## src/rtl/mdio_pkg.sv

```systemverilog
package mdio_pkg;
  localparam int ADDR_W   = 6;
  localparam int BUS_W    = 64;
  localparam int PHASE_W  = 8;
  localparam int DATA_W   = 16;
  localparam int PRE_LEN  = 32;
  localparam int FRM_LEN  = 32;
  localparam int SHIFT_W  = PRE_LEN + FRM_LEN;
  localparam int CNT_W    = $clog2(SHIFT_W + 1);

  localparam logic [ADDR_W-1:0] OFF_CMD  = 6'h00;
  localparam logic [ADDR_W-1:0] OFF_WDAT = 6'h08;
  localparam logic [ADDR_W-1:0] OFF_RDAT = 6'h10;
  localparam logic [ADDR_W-1:0] OFF_CFG  = 6'h18;
  localparam logic [ADDR_W-1:0] OFF_EN   = 6'h20;

  typedef struct packed {
    logic [1:0] op;
    logic [4:0] phy;
    logic [4:0] regad;
  } cmd_t;
endpackage

```

## src/rtl/mdio_clkgen.sv

```systemverilog
module mdio_clkgen #(
  parameter int PHASE_W = 8
) (
  input  logic               clk_i,
  input  logic               rst_ni,
  input  logic               run_i,
  input  logic [PHASE_W-1:0] phase_i,
  output logic               mdc_o,
  output logic               rise_o,
  output logic               fall_o
);
  logic [PHASE_W-1:0] cnt_q;
  logic               mdc_q;
  logic               hit;

  assign hit    = run_i && (cnt_q == phase_i);
  assign rise_o = hit && !mdc_q;
  assign fall_o = hit && mdc_q;
  assign mdc_o  = mdc_q && run_i;

  always_ff @(posedge clk_i or negedge rst_ni) begin
    if (!rst_ni) begin
      cnt_q <= '0;
      mdc_q <= 1'b0;
    end else if (!run_i) begin
      cnt_q <= '0;
      mdc_q <= 1'b0;
    end else if (hit) begin
      cnt_q <= '0;
      mdc_q <= ~mdc_q;
    end else begin
      cnt_q <= cnt_q + 1'b1;
    end
  end
endmodule

```

## src/rtl/mdio_frame_seq.sv

```systemverilog
module mdio_frame_seq
  import mdio_pkg::*;
(
  input  logic               clk_i,
  input  logic               rst_ni,
  input  logic               start_i,
  input  logic               abort_i,
  input  logic [SHIFT_W-1:0] frame_i,
  input  logic               long_i,
  input  logic               read_i,
  input  logic               rise_i,
  input  logic               fall_i,
  input  logic               mdio_i,
  output logic               busy_o,
  output logic               mdio_o,
  output logic               mdio_oe_o,
  output logic               done_o,
  output logic [DATA_W-1:0]  cap_o
);
  localparam logic [CNT_W-1:0] LEFT_TA   = CNT_W'(DATA_W + 2);
  localparam logic [CNT_W-1:0] LEFT_DATA = CNT_W'(DATA_W);

  logic [SHIFT_W-1:0] sh_q;
  logic [CNT_W-1:0]   left_q;
  logic               rd_q, busy_q;
  logic [DATA_W-1:0]  cap_q;

  assign busy_o    = busy_q;
  assign mdio_o    = busy_q ? sh_q[SHIFT_W-1] : 1'b1;
  assign mdio_oe_o = busy_q && !(rd_q && left_q <= LEFT_TA);
  assign done_o    = busy_q && fall_i && (left_q == CNT_W'(1));
  assign cap_o     = cap_q;

  always_ff @(posedge clk_i or negedge rst_ni) begin
    if (!rst_ni) begin
      sh_q   <= '1;
      left_q <= '0;
      rd_q   <= 1'b0;
      busy_q <= 1'b0;
      cap_q  <= '0;
    end else if (abort_i) begin
      busy_q <= 1'b0;
    end else if (start_i) begin
      sh_q   <= frame_i;
      left_q <= long_i ? CNT_W'(SHIFT_W) : CNT_W'(FRM_LEN);
      rd_q   <= read_i;
      busy_q <= 1'b1;
      cap_q  <= '0;
    end else if (busy_q) begin
      // sample on rising clock edge, shift after falling edge
      if (rise_i && rd_q && left_q <= LEFT_DATA)
        cap_q <= {cap_q[DATA_W-2:0], mdio_i};
      if (fall_i) begin
        sh_q   <= {sh_q[SHIFT_W-2:0], 1'b1};
        left_q <= left_q - 1'b1;
        if (left_q == CNT_W'(1)) busy_q <= 1'b0;
      end
    end
  end
endmodule

```

## src/rtl/mdio_master.sv

```systemverilog
module mdio_master
  import mdio_pkg::*;
(
  input  logic              clk_i,
  input  logic              rst_ni,
  input  logic [ADDR_W-1:0] addr_i,
  input  logic              wr_i,
  input  logic [BUS_W-1:0]  wdata_i,
  output logic [BUS_W-1:0]  rdata_o,
  output logic              mdc_o,
  output logic              mdio_o,
  output logic              mdio_oe_o,
  input  logic              mdio_i
);
  cmd_t               cmd_q;
  logic [DATA_W-1:0]  wdat_q, rdat_q, cap;
  logic               wval_q, wpend_q, rval_q, rpend_q;
  logic [PHASE_W-1:0] phase_q;
  logic               pre_q, c45_q, en_q;
  logic               busy, done, rise, fall;
  logic               cmd_acc, abort, is_read;
  logic [FRM_LEN-1:0] frm;
  logic [SHIFT_W-1:0] frame;
  cmd_t               cmd_new;
  logic               unused_wdata;

  assign unused_wdata = ^{wdata_i[BUS_W-1:25], wdata_i[23:18], wdata_i[15:13]};

  assign cmd_new = '{op: wdata_i[17:16], phy: wdata_i[12:8], regad: wdata_i[4:0]};
  assign cmd_acc = wr_i && addr_i == OFF_CMD && en_q && !busy;
  assign abort   = wr_i && addr_i == OFF_EN && !wdata_i[0];
  assign is_read = c45_q ? cmd_new.op[1] : cmd_new.op[0];

  always_comb begin
    frm[31:30] = c45_q ? 2'b00 : 2'b01;
    frm[29:28] = c45_q ? cmd_new.op : (cmd_new.op[0] ? 2'b10 : 2'b01);
    frm[27:23] = cmd_new.phy;
    frm[22:18] = cmd_new.regad;
    frm[17:16] = 2'b10;
    frm[15:0]  = is_read ? '1 : wdat_q;
    frame      = pre_q ? {{PRE_LEN{1'b1}}, frm} : {frm, {PRE_LEN{1'b0}}};
  end

  mdio_clkgen #(.PHASE_W(PHASE_W)) u_clk (
    .clk_i, .rst_ni, .run_i(busy), .phase_i(phase_q),
    .mdc_o, .rise_o(rise), .fall_o(fall)
  );

  mdio_frame_seq u_seq (
    .clk_i, .rst_ni, .start_i(cmd_acc), .abort_i(abort), .frame_i(frame),
    .long_i(pre_q), .read_i(is_read), .rise_i(rise), .fall_i(fall),
    .mdio_i, .busy_o(busy), .mdio_o, .mdio_oe_o, .done_o(done), .cap_o(cap)
  );

  always_ff @(posedge clk_i or negedge rst_ni) begin
    if (!rst_ni) begin
      cmd_q   <= '0;
      wdat_q  <= '0;
      rdat_q  <= '0;
      wval_q  <= 1'b0;
      wpend_q <= 1'b0;
      rval_q  <= 1'b0;
      rpend_q <= 1'b0;
      phase_q <= PHASE_W'(4);
      pre_q   <= 1'b1;
      c45_q   <= 1'b0;
      en_q    <= 1'b0;
    end else begin
      if (wr_i && addr_i == OFF_EN) en_q <= wdata_i[0];
      if (wr_i && addr_i == OFF_CFG) begin
        phase_q <= wdata_i[PHASE_W-1:0];
        pre_q   <= wdata_i[12];
        c45_q   <= wdata_i[24];
      end
      if (wr_i && addr_i == OFF_WDAT) begin
        wdat_q <= wdata_i[DATA_W-1:0];
        wval_q <= 1'b1;
      end
      if (abort) begin
        wpend_q <= 1'b0;
        rpend_q <= 1'b0;
      end else if (cmd_acc) begin
        cmd_q <= cmd_new;
        if (is_read) begin
          rpend_q <= 1'b1;
          rval_q  <= 1'b0;
        end else begin
          wpend_q <= 1'b1;
        end
      end else if (done) begin
        wpend_q <= 1'b0;
        rpend_q <= 1'b0;
        if (rpend_q) begin
          rdat_q <= cap;
          rval_q <= 1'b1;
        end else begin
          wval_q <= 1'b0;
        end
      end
    end
  end

  always_comb begin
    rdata_o = '0;
    unique case (addr_i)
      OFF_CMD:  begin
        rdata_o[17:16] = cmd_q.op;
        rdata_o[12:8]  = cmd_q.phy;
        rdata_o[4:0]   = cmd_q.regad;
      end
      OFF_WDAT: rdata_o[17:0] = {wpend_q, wval_q, wdat_q};
      OFF_RDAT: rdata_o[17:0] = {rpend_q, rval_q, rdat_q};
      OFF_CFG:  begin
        rdata_o[24]          = c45_q;
        rdata_o[12]          = pre_q;
        rdata_o[PHASE_W-1:0] = phase_q;
      end
      OFF_EN:   rdata_o[0] = en_q;
      default:  rdata_o = '0;
    endcase
  end
endmodule

```

## config.mk

```make
export PLATFORM = sky130hd
export DESIGN_NAME = mdio_master
export DESIGN_NICKNAME = d
export VERILOG_FILES = /design/src/rtl/mdio_pkg.sv /design/src/rtl/mdio_clkgen.sv /design/src/rtl/mdio_frame_seq.sv /design/src/rtl/mdio_master.sv
export SDC_FILE = /design/constraint.sdc
export NUM_CORES = 1
export LEC_CHECK = 0
export CAP_MARGIN = 40
export CORE_ASPECT_RATIO = 1.2
export CORE_MARGIN = 1
export CORE_UTILIZATION = 34
export CTS_CLUSTER_DIAMETER = 30
export DETAILED_ROUTE_END_ITERATION = 10
export DONT_BUFFER_PORTS = 1
export SLEW_MARGIN = 15
export SYNTH_ARGS = -nofsm -noshare
export SYNTH_HDL_FRONTEND = slang
export SYNTH_SLANG_ARGS = --single-unit
```

## constraint.sdc

```tcl
create_clock -name clk_i -period 5.6 [get_ports clk_i]
set_input_delay 1.12 -clock clk_i [delete_from_list [all_inputs] [get_ports clk_i]]
set_output_delay 1.12 -clock clk_i [all_outputs]
set_load 0.01 [all_outputs]
```

# ---- Word level (Yosys, flattened, before mapping)
# Cells that the tools add are included.
dict set report totals {
  ff_bits 157
  out_inout_bits 67
}
dict set report op_classes {
  mux 50
  n_bitwise 3
  eq_ne 10
  add_sub_neg 2
  reduce_logical 35
  magnitude_cmp 2
}
# cell n
set op_table {}
lappend op_table {{64-bit 2-to-1 mux} 4}
lappend op_table {{16-bit 2-to-1 mux} 4}
lappend op_table {{7-bit 2-to-1 mux} 4}
lappend op_table {{1-bit 2-to-1 mux} 27}
lappend op_table {{1-bit logical AND} 17}
lappend op_table {{8-bit 2-to-1 mux} 2}
lappend op_table {{4-bit case mux with 4 select lines} 1}
lappend op_table {{7-bit by 5-bit <= comparator with 1-bit output, second input constant} 2}
lappend op_table {{6-bit by 5-bit == test with 1-bit output, second input constant} 2}
lappend op_table {{4-bit case mux with 3 select lines} 1}
lappend op_table {{2-bit nonzero test} 5}
lappend op_table {{3-bit case mux with 3 select lines} 1}
lappend op_table {{8-bit by 1-bit adder with 8-bit output, second input constant} 1}
lappend op_table {{8-bit == test} 1}
lappend op_table {{4-bit AND reduction} 2}
lappend op_table {{7-bit by 1-bit == test with 1-bit output, second input constant} 1}
lappend op_table {{7-bit by 1-bit subtractor with 7-bit output, second input constant} 1}
lappend op_table {{6-bit by 4-bit == test with 1-bit output, second input constant} 1}
lappend op_table {{6-bit == test, second input constant} 1}
lappend op_table {{6-bit logical NOT} 1}
lappend op_table {{2-bit case mux with 3 select lines} 1}
lappend op_table {{3-bit case mux with 2 select lines} 1}
lappend op_table {{2-bit AND reduction} 3}
lappend op_table {{3-bit AND reduction} 2}
lappend op_table {{10 further kinds} 16}

# ---- Logic depth before layout (Yosys ltp)
dict set report logic_depth {
  ltp_word 8
  depth_mapped 8
}

# ---- Cells and area by module
# From an unflattened synthesis, not the netlist that was laid out.
dict set report hier_totals {
  hier_cells 784
  hier_area_um2 8219.1
}
# mod n_inst area_each_um2 cells_each
set modules_own_cells {}
lappend modules_own_cells {mdio_frame_seq 1 4287.9 407}
lappend modules_own_cells {mdio_master 1 3443.3 327}
lappend modules_own_cells {mdio_clkgen 1 488.0 50}

# ---- Worst setup path before layout
# No wires, ideal clock.
dict set report synth_path {
  path_kind {input to output}
  startpoint {input port addr_i[4]}
  endpoint {output port rdata_o[6]}
  required_ns 4.480
  slack_ns 1.983
  cell_stages 5
  t_arrival_ns 2.497
  path_cell_list {buf_1 -> buf_1 -> nor2b_1 -> a22oi_1 -> nor2_1}
}
dict set report synth_between {
  elab_chain_cells 2
  word_cells_on_any_way 4
  cone_classes {3 x eq/ne; 1 x mux}
}
# element line
set synth_rtl {}
lappend synth_rtl {{from (decl)} mdio_master.sv:6} ;# input logic [ADDR_W-1:0] addr_i,
lappend synth_rtl {{6-bit by 5-bit == test with 1-bit output or 6-bit by 4-bit == test with 1-bit output (tied branches)} mdio_master.sv:105} ;# unique case (addr_i)
lappend synth_rtl {{3-bit case mux with 3 select lines (*)} mdio_master.sv:105}
lappend synth_rtl {{to (decl)} mdio_master.sv:9} ;# output logic [BUS_W-1:0] rdata_o,
# Mark *: on every way between the ends. The rest lies on a longest branch, timed or not.

# ---- Final worst setup path
dict set report layout_path {
  startpoint {input port addr_i[2]}
  endpoint {output port rdata_o[16]}
}
dict set report layout_between {
  elab_chain_cells 2
  word_cells_on_any_way 4
  cone_classes {2 x eq/ne; 1 x mux; 1 x reduce/logical}
}
# element line
set layout_rtl {}
lappend layout_rtl {{6-bit by 5-bit == test with 1-bit output, or another cell as far along} mdio_master.sv:105}
lappend layout_rtl {{2-bit case mux with 3 select lines (*)} mdio_master.sv:105}
# Marked as above.

==> impl_metrics.tcl <==
set metrics [dict create \
    fin_crit_sh_pct 61.3 \
    synth_edf_count 0 \
    fin_worst_skew_ns 0.0118 \
    fillers 2224 \
    setup_slack_ns 2.17 \
    regArea_um2 4010 \
    synthArstFlopShare_pct 100 \
    hold_buffers 0 \
    via_count 5298 \
    path_max_fanout 12 \
    grt_usage_pct 16.4 \
    rsz0062_at_grt "no" \
    crit_type "in2out" \
    cp.depth 2 \
    worstPathArrival_ns 2.31 \
    grt_pass1_wl_um 29600 \
    layout_min_cycle_time_ns 3.43 \
    pre_cts_slack_ns 2.09 \
    post_cts_buffers 0 \
    startpoint "addr_i[2]" \
    nets 806 \
    r2r-end "u_seq.sh_q[30]" \
    endpoint_kind "primary output" \
    synth_compound_area_share_pct 10.2 \
    powerDensity_nw_per_um2 288 \
    clk_pin_slew_worst_paths_ns 0.06 \
    maxSlewViolCount 0 \
    routedWlPerCell_um 18.1 \
    first_global_vias 5181 \
    ir_worst_vdd_mv 0.233 \
    synthAdderAreaFrac_pct 0.638 \
    clock-sinks 157 \
    synth_area_um2 7840 \
    dp.cells 987 \
    yosys.area_share.simple_pct 17.3 \
    routabilityCongestion 0.807 \
    area_growth_pct 7.79 \
    drt_iter0_markers 376 \
    dp_hpwl_um 12300 \
    syn_avg_cell_area_um2 10.5 \
    critPathMaxStageDelay_ns 0.84 \
    routed_wl_um 18400 \
    status "finished clean" \
    numCtsBuffers 17 \
    synth_cell_types 53 \
    clk_latency_ns 0.43 \
    path_delay_family "simple AND/OR/NAND/NOR gates" \
    r2r-start "u_clk.cnt_q[3]" \
    fin_setup_tns_ns 0 \
    yosysMostFrequentCell "nand2_1" \
    synth_cells 745 \
    synth_mux_area_share_pct 11.7 \
    leakagePower_nw 3.96 \
    clockBufferDepth 2 \
    required_ns 4.48 \
    cts_resized 0 \
    synth_top_family_by_area "simple AND/OR/NAND/NOR gates" \
    relSlewSlack_pct 46.7 \
    fin_area_um2 8450 \
    diodes 0 \
    synth_top_area_cell "dfrtp_1" \
    grt_max_degree 158 \
    io_buffers 0 \
    maxCapViolations 0 \
    rows 60 \
    hold_viol_final 0 \
    cts-htree-levels 4 \
    crit_path_cell_trace "or4_1, nor2_1" \
    die_w_um 141 \
    ys_warn_count 0 \
    antenna_found_initial 0 \
    die_h_um 168 \
    setup_viol 0 \
    synth_top_area_share_pct 29.0 \
    initial_core_util_pct 34.8 \
    vias_per_cell 5.19 \
    gr-total-overflow 0 \
    fmax_ghz 0.291 \
    cts_tree "yes" \
    cts-root-buf "clkbuf_16" \
    holdCritPathClass "in2async" \
    placed_cell_area_um2 7900 \
    drtPass1Iterations 5 \
    core_area_um2 22500 \
    synth_commonest_cells "nand2_1 (132), dfrtp_1 (91), nor2_1 (88)" \
    cp_num_buf_inv 0 \
    io_pins 141 \
    synthXorXnorAreaFrac_pct 1.79 \
    synth_ff_type "dfrtp_1" \
    drive_above_1_share_pct 24.6 \
    drc 0 \
    reg2reg_depth 6 \
    die-area_um2 23700 \
    synth_seq_cells 157 \
    critPathCapture "rdata_o[16]" \
    fin_cells 1020 \
    worstMarginPinSlew_ns 0.799 \
    ys_top_cells_by_area "dfrtp_1 (29%), dfstp_2 (22%), mux2_2 (7.5%)" \
    r2r_slack_ns 2.74 \
    yosysSeqAreaShare_pct 51.2 \
    multi_input_area_um2 3440 \
    cpMaxStageDelayCell "or4_1" \
    worstSetupStartpointType "primary input" \
    post-route-util_pct 37.5 \
    drtAntennaViolNets 0 \
]
## worst min path at each step
stage / from / end / slack (ns) / cells after the start
floorplan: cmd_q[1] / cmd_q[1] / 0.44 / 2
global placement: rval_q / rval_q / 0.46 / 2
detailed placement: cmd_q[2] / cmd_q[2] / 0.46 / 2
CTS: rst_ni / u_seq.left_q[3] / 0.37 / 0
global route: rst_ni / en_q / 0.37 / 0
finish: rst_ni / cmd_q[10] / 0.38 / 0
## registers in the layout, summed over array words and instances (netlist names), 7 cells and up
name / cells
rdat_q: 16
u_seq.cap_o: 16
u_clk.cnt_q: 8
u_seq.sh_q: 64
phase_q: 8
wdat_q: 16
u_seq.left_q: 7
cmd_q: 12
## cells in the final DEF (no fill, tap or decap), types with 17 or more instances in the layout
cell / Yosys / layout
conb_1: 1 / 45
dfrtp_1: 91 / 91
nand2_1: 132 / 132
o21ai_0: 20 / 20
a22o_1: 19 / 19
nor2_1: 88 / 87
a221o_1: 31 / 31
dfstp_2: 66 / 66
clkbuf_16: 0 / 17
and3_1: 17 / 17
mux2_2: 52 / 52
## worst register-to-register path: stages, from the launching register on
cell	delay, ns
dfrtp_1	0.44
xor2_1	0.21
nor4_4	0.34
nand3_1	0.44
nor2_2	0.79
buf_4	0.38
a221o_1	0.19
## cell type report
| class | count | area share [%] |
|---|---|---|
| Inverter | 7 | 0.311 |
| Tap cell | 279 | 4.13 |
| Multi-Input combinational cell | 535 | 40.7 |
| Clock buffer | 22 | 5.37 |
| Clock inverter | 10 | 1.08 |
| Timing Repair Buffer | 10 | 0.977 |
| Sequential cell | 157 | 47.5 |
## stage by stage
step | power, mW | hold slack (ns)
finish | 2.44 | 0.385
global route | 2.52 | 0.367
CTS | 2.46 | 0.365
detailed placement | 1.37 | 0.463
global placement | 1.36 | 0.459
floorplan | 1.36 | 0.441
## metal layers
| metal | up-vias | GRT usage [%] | share of wire [%] | wire length (um) |
|---|---|---|---|---|
| li1 | 2467 | - | - | - |
| met1 | 2673 | 21.2 | 47 | 8650 |
| met2 | 130 | 26.5 | 47 | 8590 |
| met3 | 28 | 4.04 | 4.2 | 783 |
| met4 | 0 | 6.00 | 2.3 | 431 |
| met5 | - | 0 | 0 | 0 |
## cells by family (layout without fill, tap and decap cells)
logic type,after synthesis,in the layout
xor+xnor,16,16
mux,73,73
other cells,1,45
compound gates,103,103
fa+ha+maj,4,4
flops,157,157
simple gates,294,294
buf+inv,97,49
## power breakdown
part | total (mW) | internal (mW) | leakage (nW) | switching (mW)
Clock | 1.09 | 0.622 | 0.264 | 0.466
Sequential | 1.22 | 1.18 | 1.91 | 0.0471
Combinational | 0.126 | 0.0551 | 1.79 | 0.0705
Note: power is estimated with default switching activity, not from simulation.
